==> src/rtl/a717_rx_pkg.sv <==
package a717_rx_pkg;
  localparam int WORD_W = 12;

  typedef enum logic [1:0] {ST_HUNT, ST_VERIFY, ST_LOCK} sync_st_e;

  function automatic logic [WORD_W-1:0] sync_code(input logic [1:0] idx);
    case (idx)
      2'd0:    return 12'h247;
      2'd1:    return 12'h5B8;
      2'd2:    return 12'hA47;
      default: return 12'hDB8;
    endcase
  endfunction
endpackage

==> src/rtl/a717_word_framer.sv <==
module a717_word_framer
  import a717_rx_pkg::*;
#(
  parameter int SF_DATA_WORDS = 8191
) (
  input  logic              clk_i,
  input  logic              rst_ni,
  input  logic              soft_rst_i,
  input  logic              nosync_i,
  input  logic              bit_i,
  input  logic              bit_vld_i,
  output logic              wr_vld_o,
  output logic [WORD_W-1:0] wr_word_o,
  output logic              in_sync_o
);
  localparam int WCW = $clog2(SF_DATA_WORDS + 1);
  localparam int BCW = $clog2(WORD_W);
  localparam logic [WCW-1:0] WC_LAST = WCW'(SF_DATA_WORDS);
  localparam logic [BCW-1:0] BC_LAST = BCW'(WORD_W - 1);

  sync_st_e          st_q, st_d;
  logic [WORD_W-1:0] sr_q, sr_d;
  logic [BCW-1:0]    bcnt_q, bcnt_d;
  logic [WCW-1:0]    wcnt_q, wcnt_d;
  logic [1:0]        exp_q, exp_d;
  logic              wr_d, in_sync_d;
  logic [3:0]        hit;
  logic [1:0]        hit_idx;
  logic              word_done;

  // window including the bit arriving now, LSB first
  assign sr_d      = {bit_i, sr_q[WORD_W-1:1]};
  assign word_done = bit_vld_i && (bcnt_q == BC_LAST);

  for (genvar k = 0; k < 4; k++) begin : g_hit
    assign hit[k] = (sr_d == sync_code(2'(k)));
  end

  always_comb begin
    hit_idx = 2'd0;
    for (int k = 0; k < 4; k++) if (hit[k]) hit_idx = 2'(k);
  end

  always_comb begin
    st_d   = st_q;
    exp_d  = exp_q;
    bcnt_d = bcnt_q;
    wcnt_d = wcnt_q;
    wr_d   = 1'b0;
    if (bit_vld_i) bcnt_d = (bcnt_q == BC_LAST) ? '0 : bcnt_q + 1'b1;
    if (nosync_i) begin
      st_d = ST_HUNT;
      wr_d = word_done;
    end else if (bit_vld_i) begin
      unique case (st_q)
        ST_HUNT: if (|hit) begin
          st_d   = ST_VERIFY;
          exp_d  = hit_idx + 2'd1;
          bcnt_d = '0;
          wcnt_d = '0;
        end
        default: if (word_done) begin
          if (wcnt_q == WC_LAST) begin
            wcnt_d = '0;
            if (sr_d == sync_code(exp_q)) begin
              st_d  = ST_LOCK;
              exp_d = exp_q + 2'd1;
              wr_d  = 1'b1;
            end else begin
              st_d = ST_HUNT;
            end
          end else begin
            wcnt_d = wcnt_q + 1'b1;
            wr_d   = (st_q == ST_LOCK);
          end
        end
      endcase
    end
    in_sync_d = nosync_i || (st_d == ST_LOCK);
  end

  always_ff @(posedge clk_i or negedge rst_ni) begin
    if (!rst_ni) begin
      st_q      <= ST_HUNT;
      sr_q      <= '0;
      bcnt_q    <= '0;
      wcnt_q    <= '0;
      exp_q     <= '0;
      wr_vld_o  <= 1'b0;
      wr_word_o <= '0;
      in_sync_o <= 1'b0;
    end else if (soft_rst_i) begin
      st_q      <= ST_HUNT;
      sr_q      <= '0;
      bcnt_q    <= '0;
      wcnt_q    <= '0;
      exp_q     <= '0;
      wr_vld_o  <= 1'b0;
      in_sync_o <= 1'b0;
    end else begin
      st_q      <= st_d;
      bcnt_q    <= bcnt_d;
      wcnt_q    <= wcnt_d;
      exp_q     <= exp_d;
      wr_vld_o  <= wr_d;
      in_sync_o <= in_sync_d;
      if (bit_vld_i) sr_q <= sr_d;
      if (wr_d) wr_word_o <= sr_d;
    end
  end
endmodule

==> src/rtl/a717_rx_fifo.sv <==
module a717_rx_fifo #(
  parameter int DEPTH = 32,
  parameter int W     = 12
) (
  input  logic         clk_i,
  input  logic         rst_ni,
  input  logic         soft_rst_i,
  input  logic         wr_i,
  input  logic [W-1:0] wr_data_i,
  input  logic         rd_i,
  output logic [W-1:0] rd_data_o,
  output logic         full_o,
  output logic         half_o,
  output logic         empty_o,
  output logic         ovf_o
);
  localparam int AW = $clog2(DEPTH);
  localparam logic [AW:0] CNT_FULL = (AW+1)'(DEPTH);
  localparam logic [AW:0] CNT_HALF = (AW+1)'(DEPTH / 2);

  logic [W-1:0]  mem_q [DEPTH];
  logic [AW-1:0] wptr_q, rptr_q;
  logic [AW:0]   cnt_q;
  logic          pop, push, drop;

  assign empty_o   = (cnt_q == '0);
  assign full_o    = (cnt_q == CNT_FULL);
  assign half_o    = (cnt_q >= CNT_HALF);
  assign rd_data_o = mem_q[rptr_q];
  assign pop       = rd_i && !empty_o;
  assign push      = wr_i && (!full_o || pop);
  assign drop      = wr_i && full_o && !pop;

  always_ff @(posedge clk_i) begin
    if (push) mem_q[wptr_q] <= wr_data_i;
  end

  always_ff @(posedge clk_i or negedge rst_ni) begin
    if (!rst_ni) begin
      wptr_q <= '0;
      rptr_q <= '0;
      cnt_q  <= '0;
      ovf_o  <= 1'b0;
    end else if (soft_rst_i) begin
      wptr_q <= '0;
      rptr_q <= '0;
      cnt_q  <= '0;
      ovf_o  <= 1'b0;
    end else begin
      if (push) wptr_q <= wptr_q + 1'b1;
      if (pop)  rptr_q <= rptr_q + 1'b1;
      cnt_q <= cnt_q + (AW+1)'(push) - (AW+1)'(pop);
      ovf_o <= drop || (ovf_o && !pop);
    end
  end
endmodule

==> src/rtl/a717_sync_rx.sv <==
module a717_sync_rx
  import a717_rx_pkg::*;
#(
  parameter int SF_DATA_WORDS = 8191,
  parameter int FIFO_DEPTH    = 32
) (
  input  logic              clk_i,
  input  logic              rst_ni,
  input  logic              soft_rst_i,
  input  logic              nosync_i,
  input  logic              bit_i,
  input  logic              bit_vld_i,
  input  logic              rd_i,
  output logic [WORD_W-1:0] rd_data_o,
  output logic              in_sync_o,
  output logic              full_o,
  output logic              half_o,
  output logic              empty_o,
  output logic              ovf_o
);
  logic              fr_wr_vld;
  logic [WORD_W-1:0] fr_wr_word;

  a717_word_framer #(.SF_DATA_WORDS(SF_DATA_WORDS)) u_framer (
    .clk_i     (clk_i),
    .rst_ni    (rst_ni),
    .soft_rst_i(soft_rst_i),
    .nosync_i  (nosync_i),
    .bit_i     (bit_i),
    .bit_vld_i (bit_vld_i),
    .wr_vld_o  (fr_wr_vld),
    .wr_word_o (fr_wr_word),
    .in_sync_o (in_sync_o)
  );

  a717_rx_fifo #(.DEPTH(FIFO_DEPTH), .W(WORD_W)) u_fifo (
    .clk_i     (clk_i),
    .rst_ni    (rst_ni),
    .soft_rst_i(soft_rst_i),
    .wr_i      (fr_wr_vld),
    .wr_data_i (fr_wr_word),
    .rd_i      (rd_i),
    .rd_data_o (rd_data_o),
    .full_o    (full_o),
    .half_o    (half_o),
    .empty_o   (empty_o),
    .ovf_o     (ovf_o)
  );
endmodule

==> config.mk <==
export PLATFORM = sky130hd
export DESIGN_NAME = a717_sync_rx
export DESIGN_NICKNAME = d
export VERILOG_FILES = /design/src/rtl/a717_rx_pkg.sv /design/src/rtl/a717_word_framer.sv /design/src/rtl/a717_rx_fifo.sv /design/src/rtl/a717_sync_rx.sv
export SDC_FILE = /design/constraint.sdc
export NUM_CORES = 1
export LEC_CHECK = 0
export ABC_AREA = 1
export BUFFER_PORTS_ARGS = -buffer_cell sky130_fd_sc_hd__buf_2
export CORE_MARGIN = 2
export CORE_UTILIZATION = 46
export CTS_CLUSTER_DIAMETER = 100
export CTS_CLUSTER_SIZE = 12
export DETAILED_ROUTE_END_ITERATION = 12
export PLACE_DENSITY = 0.7
export SLEW_MARGIN = 40
export SYNTH_ARGS = -nofsm -noshare
export SYNTH_HDL_FRONTEND = slang
export SYNTH_HIERARCHICAL = 1
export SYNTH_SLANG_ARGS = --single-unit
==> constraint.sdc <==
create_clock -name clk_i -period 2.3 [get_ports clk_i]
set_clock_uncertainty 0.2 [all_clocks]
set_input_delay 0.46 -clock clk_i [delete_from_list [all_inputs] [get_ports clk_i]]
set_output_delay 0.46 -clock clk_i [all_outputs]
set_load 0.005 [all_outputs]
==> results of run 1 <==
==> cells by family (layout without fill, tap and decap cells) <==
kind of cell | count (synthesis) | count (layout)
DFF | 447 | 447
xor gates and xnor gates | 10 | 10
and+or+nand+nor | 1109 | 1109
adders and majority gates | 16 | 16
buffers and inverters | 357 | 521
AOI/OAI and AO/OA | 91 | 91
==> cell type report <==
class                   count  area [um2]  area share
flip-flops and latches    447       13100       0.544
multi-input cells        1226        6030       0.250
repair buffers            195        2030      0.0843
clock buffers              60        1180      0.0490
inverters                 264        1000      0.0416
well taps                 585         732      0.0304
clock inverters             2        12.5    0.000519
==> sequential cells by signal, indices dropped and copies added (netlist names), 2 cells and up <==
signal and cells:
u_framer/exp_q 2, u_framer/bcnt_q 4, u_fifo/wptr_q 5, u_framer/sr_q 11
u_framer/wr_word_o 12, u_fifo/mem_q 384, u_framer/st_q 2, u_framer/wcnt_q 13
u_fifo/cnt_q 6, u_fifo/rptr_q 5
==> metrics by stage <==
stage                     std cells  setup slack, ns  hold slack, ns
after floorplan                2030          -0.0910         -0.0356
after global routing           2779           -0.811          0.0584
after detailed placement       2692           -0.255           0.180
after CTS                      2773           -0.673          0.0292
after global placement         2692           -0.235           0.176
final                          2779           -0.691          0.0567
==> metal layers <==
layer / track usage / vias up / share of wire
met1: 0.301 / 7096 / 0.39
met5: 0 / - / 0
met2: 0.393 / 659 / 0.48
met3: 0.0507 / 133 / 0.091
met4: 0.0910 / 0 / 0.039
li1: - / 6944 / -
==> repair_timing <==
item                                    4_1_cts  5_1_grt
endpoints found under the hold margin        32        0
endpoints found under the setup margin      167      393
pin swaps                                    20       12
buffers inserted                             14        6
resized for setup                            95       76
cloned                                        4        5
hold buffers                                  2        0
==> Yosys cell counts (all sizes together) <==
master and n:
o21ai 36, and3 2, inv 257, a211oi 1, nand2 675, buf 64
xor2 9, fa 1, o211ai 12, o21a 1, nor2 111, nor3 15
ha 15, a21oi 36, nand3b 1, dfrtp 63, clkbuf 29, clkinv 7
edfxtp 384, nand4 8, nor3b 1, a31o 2, xnor2 1, o21bai 1
a21boi 2, nand3 296
==> power by group through the flow <==
stage          clock network, uW  registers, uW  logic, uW
2_1_floorplan                  0           8950       2250
3_3_place_gp                   0           8970       3450
3_5_place_dp                   0           8980       3520
4_1_cts                     6490           8830       4140
5_1_grt                     6790           8840       4790
6_report                    6390           8830       4390
==> path summary, 6_finish.rpt <==
kind,startpoint,endpoint,depth (start not counted)
worst min-delay path,bit_vld_i,u_framer/bcnt_q[0]$_DFF_PN0_,3
max in group asynchronous,rst_ni,u_framer/exp_q[1]$_DFFE_PN0P_,3
worst max register to register,u_fifo/cnt_q[5]$_DFF_PN0_,u_fifo/cnt_q[4]$_DFF_PN0_,14
min in group asynchronous,rst_ni,u_fifo/wptr_q[2]$_DFFE_PN0P_,2
worst min register to register,u_framer/wr_word_o[3]$_DFFE_PN0P_,u_framer/wr_word_o[3]$_DFFE_PN0P_,2
worst max-delay path,u_fifo/rptr_q[0]$_DFFE_PN0P_,rd_data_o[7],9
==> critical path, cell delays in order (launching register included) <==
cell	delay (ns)
dfrtp_4	0.56
buf_4	0.19
buf_12	0.17
o211ai_1	0.23
nand3_1	0.16
nand3_1	0.10
nand2_1	0.05
nand2_1	0.11
inv_1	0.05
buf_2	0.12
==> flow_metrics.tcl, run 1 <==
set metrics [dict create \
    status "finished, violations left" \
    violated_checks "negative setup slack" \
    floorplan.rows 76 \
    placement.cell_area_mm2 0.0220 \
    dpl.hpwl_mm 32.5 \
    synthesized_area_fraction_occupied_by_ao_oa_aoi_and_oai_cells 0.0260 \
    reg2reg_slack_ns -0.20 \
    final_core_util 0.558 \
    stdcell_area_mm2 0.0241 \
    final_clock_period_utilization_by_the_worst_path 1.30 \
    max_freq_mhz 334 \
    grt_setup_unrepaired "yes" \
    power.density_cell_area_mw_per_mm2 814 \
    power.share.clock 0.326 \
    crit_path_start_kind "register" \
    num-fill-cells 3606 \
    synth_top_area_cell "edfxtp_1" \
    synth_cells 2030 \
    gp_routability_congestion 0.892 \
    grt_first_pass_wirelength_mm 80.7 \
    drtPass1Iterations 5 \
    final_common_cell "nand2_1" \
    worst_slack_ns -0.691 \
    proportion_of_synthesized_area_in_mux_cells 0 \
    internal_power_uw 14100 \
    ys_seq_area_frac 0.651 \
    clk-insertion-delay-late_ns 0.57 \
    cts-root-buf "clkbuf_16" \
    drtAntennaViolNets 0 \
    seq_power_share 0.450 \
    cp_max_fo 34 \
    cts.sinks 447 \
    pwr-share-comb 0.224 \
    ios 24 \
    timing_worst_setup_path_type "reg -> out" \
    path_clk_slew_ns 0.06 \
    power.total_uw 19600 \
    postSynthRegisterBits 447 \
    portBuffers 23 \
    hold_path.class "in -> reg" \
    synth_top_area_share 0.573 \
    ctsLongestPathBuffers 3 \
    critical_path.endpoint_type "output pin" \
    detail_route.vias_per_cell 5.34 \
    avgSynthCellArea_um2 9.92 \
    most_area_consuming_cells_after_synthesis "edfxtp_1 (57%), nand2_1 (12%), dfrtp_1 (7.8%), nand3_1 (7.3%), inv_1 (4.7%)" \
    drt_wl_total_mm 52.7 \
    total_leakage_power_uw 0.0101 \
    timing_hold_violations_final 0 \
    synthXorXnorAreaFrac 0.00435 \
    remaining_drc_errors 0 \
    die_y_um 213 \
    timing.final.max_slew_violations 0 \
    final-setup-viol-count 15 \
    fp.coreArea_mm2 0.0432 \
    worst_ir_drop_vdd_mv 0.736 \
    timing.max_slew.rel_slack 0.667 \
    drt_first_iter_violations 1520 \
    cts_made_buffers 43 \
    tritoncts "done" \
    synth.net_count 2053 \
    design.die.area_mm2 0.0455 \
    netlist-cell-type-count 41 \
    period_needed_ns 2.99 \
    synth_simple_gate_area_frac 0.234 \
    fin_setup_tns_ns -8.22 \
    netlist_area_before_placement_mm2 0.0201 \
    swShare 0.282 \
    post_synth_fa_ha_maj_area_fraction 0.0103 \
    ctsHtreeMaxLevel 2 \
    drv_cap 0 \
    yosys_warnings 6 \
    chipWidth_um 213 \
    antenna_cells 0 \
    grt_antenna_before_repair 0 \
    critPathArrivalTime_ns 2.33 \
    drive_above_1_share 0.183 \
    worstPathRequired_ns 1.64 \
    initial_core_util 0.467 \
    pin_count_of_the_biggest_net_entering_global_routing 66 \
    nets 2200 \
    grt_overflow 0 \
    area_growth_syn_to_layout_pct 19.7 \
    net-switching-power_uw 5530 \
    most-common-layout-cells "nand2_1 (637), edfxtp_1 (384), nand3_1 (264), inv_1 (240), buf_4 (105)" \
    max_slew.worst_pin.slew_ns 0.499 \
    routed_length_per_instance_um 19.0 \
    grt_pass1_vias 14534 \
    synth_top_family_by_area "simple AND/OR/NAND/NOR gates" \
    detailroute.via_count 14832 \
    grt.total_usage 0.235 \
]
(Power assumes the default switching activity.)
==> run 2, diff against run 1 <==
- PLACE_DENSITY: 0.7 -> 0.67
- clock period: 2.3 -> 3.2 ns (I/O delays scaled with it)
==> flow_metrics.tcl, run 2 (same netlist as run 1, synthesis figures left out) <==
set metrics [dict create \
    timing_hold_violations_final 0 \
    hold_path.startpoint "nosync_i" \
    worstRegToRegCells 15 \
    worstPathRequired_ns 2.36 \
    final_common_cell "nand2_1" \
    cts.sinks 447 \
    remaining_drc_errors 0 \
    violated_checks "negative setup slack" \
    final-setup-viol-count 1 \
    hold_path_depth 2 \
    design.die.area_mm2 0.0455 \
    nets 2126 \
    timing.hold.worst_endpoint "u_framer/st_q[1]$_DFF_PN0_" \
    antenna_cells 0 \
    floorplan.rows 76 \
    timing_worst_setup_path_type "reg -> out" \
    cp_max_fo 12 \
    ctsHtreeMaxLevel 2 \
    grt_antenna_before_repair 0 \
    critPathSlowestCell "dfrtp_4" \
    worst_slack_ns -0.00695 \
    chipWidth_um 213 \
    routed_length_per_instance_um 18.8 \
    largest_register_ff_count 384 \
    drtAntennaViolNets 0 \
    gp_routability_congestion 0.848 \
    fin_setup_tns_ns -0.00695 \
    critical_path.reg2reg.startpoint "u_fifo/cnt_q[2]$_DFF_PN0_" \
    registers.top_by_ff_count "u_fifo/mem_q" \
    grt_setup_unrepaired "yes" \
    drt_first_iter_violations 1440 \
    die_y_um 213 \
    ios 24 \
    critical_path_cell_by_cell "buf_12 -> buf_12 -> buf_16 -> nand2_1 -> nand3_1 -> a21oi_2 -> nor2_2 -> nand2_2 -> nand2_1 -> inv_1 -> buf_2" \
    drt_wl_total_mm 50.9 \
    drtPass1Iterations 5 \
    clk-insertion-delay-late_ns 0.57 \
    grt_overflow 0 \
    status "finished, violations left" \
    grt.total_usage 0.221 \
    initial_core_util 0.467 \
    detail_route.vias_per_cell 5.34 \
    critical_path.reg2reg.endpoint "u_fifo/cnt_q[4]$_DFF_PN0_" \
    max_freq_mhz 312 \
    crit_path_start_kind "register" \
    ctsLongestPathBuffers 3 \
    path_delay_family "buffers and inverters" \
    critPathArrivalTime_ns 2.37 \
    layout_top_registers "u_fifo/mem_q x384, u_framer/wcnt_q x13, u_framer/wr_word_o x12" \
    total_leakage_power_uw 0.00976 \
    cpPeakStageDelay_ns 0.50 \
    num-fill-cells 3677 \
    detailroute.via_count 14433 \
    path_clk_slew_ns 0.06 \
    drive_above_1_share 0.132 \
    grt_pass1_vias 13968 \
    critical_path.endpoint_type "output pin" \
    drv_cap 0 \
    cts_made_buffers 43 \
    max_slew.worst_pin.slew_ns 0.577 \
    tritoncts "done" \
    timing.final.max_slew_violations 0 \
    reg2reg_slack_ns 0.41 \
    period_needed_ns 3.21 \
    critical_path.n_buffers_inverters 5 \
    power.density_cell_area_mw_per_mm2 599 \
    final_clock_period_utilization_by_the_worst_path 1.00 \
    worst_ir_drop_vdd_mv 0.403 \
    grt_first_pass_wirelength_mm 76.9 \
    dpl.hpwl_mm 28.5 \
    area_growth_syn_to_layout_pct 15.8 \
    fin_worst_hold_slack_ns 0.0678 \
    timing.max_slew.rel_slack 0.614 \
    pin_count_of_the_biggest_net_entering_global_routing 68 \
    most-common-layout-cells "nand2_1 (631), edfxtp_1 (384), nand3_1 (286), inv_1 (250), nor2_1 (85)" \
    portBuffers 23 \
    power.total_uw 14000 \
    cts-root-buf "clkbuf_16" \
    fp.coreArea_mm2 0.0432 \
    hold_path.class "in -> reg" \
]
-- run 2: cell type report --
type / count / area (um2) / area share
Clock inverter: 3 / 57.6 / 0.00247
Timing Repair inverter: 3 / 33.8 / 0.00145
Sequential cell: 447 / 13100 / 0.563
Tap cell: 585 / 732 / 0.0314
Clock buffer: 57 / 1170 / 0.0502
Timing Repair Buffer: 118 / 1400 / 0.0599
Multi-Input combinational cell: 1226 / 5780 / 0.248
Inverter: 264 / 1030 / 0.0442
-- run 2: worst max-delay path by stage --
stage / startpoint / to / slack (ns) / cells after the start
3_5_place_dp: u_fifo/rptr_q[1]$_DFFE_PN0P_ / rd_data_o[3] / 0.37 / 9
5_1_grt: u_fifo/rptr_q[0]$_DFFE_PN0P_ / rd_data_o[5] / -0.07 / 12
6_report: u_fifo/rptr_q[0]$_DFFE_PN0P_ / rd_data_o[2] / -0.007 / 11
4_1_cts: u_fifo/rptr_q[0]$_DFFE_PN0P_ / rd_data_o[3] / -0.01 / 10
2_1_floorplan: u_fifo/cnt_q[4]$_DFF_PN0_ / u_fifo/cnt_q[4]$_DFF_PN0_ / 0.75 / 15
3_3_place_gp: u_fifo/rptr_q[1]$_DFFE_PN0P_ / rd_data_o[3] / 0.35 / 9
-- run 2: power by group --
| group | total, uW | switching [uW] | leakage (uW) | internal [uW] |
|---|---|---|---|---|
| sequential | 6340 | 43.3 | 0.00351 | 6290 |
| combinational | 2920 | 1800 | 0.00566 | 1110 |
| clock | 4710 | 2080 | 0.000593 | 2620 |
-- run 2: routing by layer --
| layer | part of all wire | wire length [um] | up-vias | track usage |
|---|---|---|---|---|
| met5 | 0 | 0 | - | 0 |
| met4 | 0.026 | 1330 | 0 | 0.0850 |
| met3 | 0.089 | 4520 | 83 | 0.0381 |
| met2 | 0.47 | 23700 | 648 | 0.353 |
| met1 | 0.42 | 21300 | 6926 | 0.303 |
| li1 | - | - | 6776 | - |
-- run 2: what timing repair did --
item                                   CTS  global route
gates cloned                             5            17
hold buffers                             1             0
pin swaps                                4            27
buffers inserted                         2             5
gates resized for setup                 33            82
endpoints found under the hold margin   63             0
setup endpoints to repair               12            12
-- run 2: through the flow --
stage / area, um2 / worst slack [ns] / std cells / util
finish: 23300 / -0.00695 / 2703 / 0.540
global route: 23300 / -0.0691 / 2703 / 0.540
CTS: 22600 / -0.0149 / 2681 / 0.524
detailed placement: 21100 / 0.369 / 2613 / 0.489
global placement: 21100 / 0.347 / 2613 / 0.489
floorplan: 20100 / 0.748 / 2030 / -
==> run 3, diff against run 2 <==
- SETUP_SLACK_MARGIN: default -> 0.3
==> flow_metrics.tcl, run 3 (same netlist as run 1, synthesis figures left out) <==
set metrics [dict create \
    initial_core_util 0.467 \
    grt_antenna_before_repair 0 \
    total_leakage_power_uw 0.00977 \
    grt_first_pass_wirelength_mm 77.0 \
    crit_path_start_kind "register" \
    grt_setup_unrepaired "yes" \
    grt_pass1_vias 13967 \
    critical_path.reg2reg.startpoint "u_fifo/cnt_q[3]$_DFF_PN0_" \
    drive_above_1_share 0.145 \
    hold_path_depth 2 \
    cp_max_fo 17 \
    timing.max_slew.rel_slack 0.600 \
    power.density_cell_area_mw_per_mm2 598 \
    worstRegToRegCells 15 \
    reg2reg_slack_ns 0.51 \
    place_worst_setup_slack_ns 0.369 \
    violated_checks "negative setup slack" \
    routed_length_per_instance_um 18.9 \
    dp.cells 2613 \
    drtAntennaViolNets 0 \
    gp_routability_congestion 0.848 \
    floorplan.rows 76 \
    antenna_cells 0 \
    fin_worst_hold_slack_ns 0.0631 \
    power.total_uw 14000 \
    detailroute.via_count 14519 \
    grt.total_usage 0.221 \
    fp.coreArea_mm2 0.0432 \
    max_slew.worst_pin.slew_ns 0.598 \
    design.die.area_mm2 0.0455 \
    ctsHtreeMaxLevel 2 \
    most-common-layout-cells "nand2_1 (621), edfxtp_1 (384), nand3_1 (278), inv_1 (249), nor2_1 (84)" \
    critPathArrivalTime_ns 2.36 \
    finalNonFillerCells 2702 \
    path_clk_slew_ns 0.06 \
    timing_hold_violations_final 0 \
    final-setup-viol-count 1 \
    ctsLongestPathBuffers 3 \
    critical_path.n_buffers_inverters 5 \
    chipWidth_um 213 \
    ios 24 \
    period_needed_ns 3.20 \
    pin_count_of_the_biggest_net_entering_global_routing 68 \
    worst_ir_drop_vdd_mv 0.429 \
    detail_route.vias_per_cell 5.37 \
    grt_overflow 0 \
    drt_first_iter_violations 1429 \
    drtPass1Iterations 8 \
    clk-insertion-delay-late_ns 0.58 \
    final_core_util 0.542 \
    tritoncts "done" \
    cts_made_buffers 43 \
    status "finished, violations left" \
    timing.hold.worst_endpoint "u_framer/st_q[1]$_DFF_PN0_" \
    timing_worst_setup_path_type "reg -> out" \
    portBuffers 23 \
    layout_top_registers "u_fifo/mem_q x384, u_framer/wcnt_q x13, u_framer/wr_word_o x12" \
    max_freq_mhz 312 \
    worst_slack_ns -0.00268 \
    critPathMostFrequentCell "nand2_2" \
    die_y_um 213 \
    cts.sinks 447 \
    area_growth_syn_to_layout_pct 16.1 \
    worstPathRequired_ns 2.36 \
    registers.top_by_ff_count "u_fifo/mem_q" \
    drv_cap 0 \
    drt_wl_total_mm 51.1 \
    cpPeakStageDelay_ns 0.50 \
    cts-root-buf "clkbuf_16" \
    timing.final.max_slew_violations 0 \
    critPathSlowestCell "dfrtp_4" \
    hold_path.startpoint "nosync_i" \
    path_delay_family "buffers and inverters" \
    remaining_drc_errors 0 \
    critical_path.endpoint_type "output pin" \
    largest_register_ff_count 384 \
    nets 2125 \
    critical_path_cell_by_cell "buf_6 -> buf_4 -> clkbuf_16 -> o211ai_1 -> nand3_1 -> nand3_2 -> nand2_2 -> nand2_2 -> inv_1 -> buf_2" \
    critical_path.reg2reg.endpoint "u_fifo/cnt_q[4]$_DFF_PN0_" \
    dpl.hpwl_mm 28.5 \
    final_clock_period_utilization_by_the_worst_path 1.00 \
    hold_path.class "in -> reg" \
    final_common_cell "nand2_1" \
]
[run 3: changes by cell type in the layout (fill, tap and decap cells not counted), sizes merged]
cell,change
buf,-1
clkinv,-1
inv,+1
[run 3: layer usage]
layer | wire length (um) | share of wire | vias to the layer above | global-route usage
li1 | - | - | 6779 | -
met1 | 21400 | 0.42 | 6977 | 0.303
met2 | 23700 | 0.46 | 674 | 0.356
met3 | 4440 | 0.087 | 89 | 0.0369
met4 | 1450 | 0.028 | 0 | 0.0805
met5 | 0 | 0 | - | 0
[run 3: worst max-delay path by stage]
stage | start | endpoint | slack [ns] | depth (start not counted)
detailed placement | u_fifo/rptr_q[1]$_DFFE_PN0P_ | rd_data_o[3] | 0.37 | 9
floorplan | u_fifo/cnt_q[4]$_DFF_PN0_ | u_fifo/cnt_q[4]$_DFF_PN0_ | 0.75 | 15
finish | u_fifo/rptr_q[0]$_DFFE_PN0P_ | rd_data_o[10] | -0.003 | 10
CTS | u_fifo/rptr_q[0]$_DFFE_PN0P_ | rd_data_o[3] | -0.008 | 11
global placement | u_fifo/rptr_q[1]$_DFFE_PN0P_ | rd_data_o[3] | 0.35 | 9
global route | u_fifo/rptr_q[0]$_DFFE_PN0P_ | rd_data_o[6] | -0.07 | 12
[run 3: worst register-to-register path: stages (launching register included)]
cell,delay (ns)
dfrtp_1,0.38
inv_1,0.08
ha_2,0.18
nand3_1,0.12
nand2_2,0.14
nand2_1,0.08
nand2_2,0.10
xor2_1,0.16
ha_2,0.20
inv_1,0.05
fa_1,0.35
inv_1,0.09
a21oi_1,0.06
o21bai_1,0.20
o21ai_1,0.09
a21oi_1,0.13
[run 3: layout make-up]
class,instances,area (um2)
Fill cell,3657,19800
Inverter,264,1030
Tap cell,585,732
Clock buffer,57,1170
Multi-Input combinational cell,1226,5880
Clock inverter,3,57.6
Timing Repair Buffer,117,1370
Timing Repair inverter,3,28.8
Sequential cell,447,13100
[run 3: per-stage QoR]
step / instance area [um2] / setup TNS (ns)
2_1_floorplan: 20100 / 0
3_3_place_gp: 21100 / 0
3_5_place_dp: 21100 / 0
4_1_cts: 22700 / -0.00825
5_1_grt: 23400 / -0.356
6_report: 23400 / -0.00268
[run 3: timing repair]
action                                  CTS  global route
buffers inserted                          3             4
hold buffers                              1             0
resized for setup                        55            89
endpoints found under the hold margin    63             0
gates cloned                              5            16
endpoints found under the setup margin   12            13
pin swaps                                 8            34
[run 3: where the power goes]
part | internal (uW) | total [uW] | switching [uW] | leakage [uW]
sequential | 6290 | 6340 | 44.7 | 0.00351
clock | 2620 | 4700 | 2080 | 0.000593
combinational | 1110 | 2940 | 1830 | 0.00567
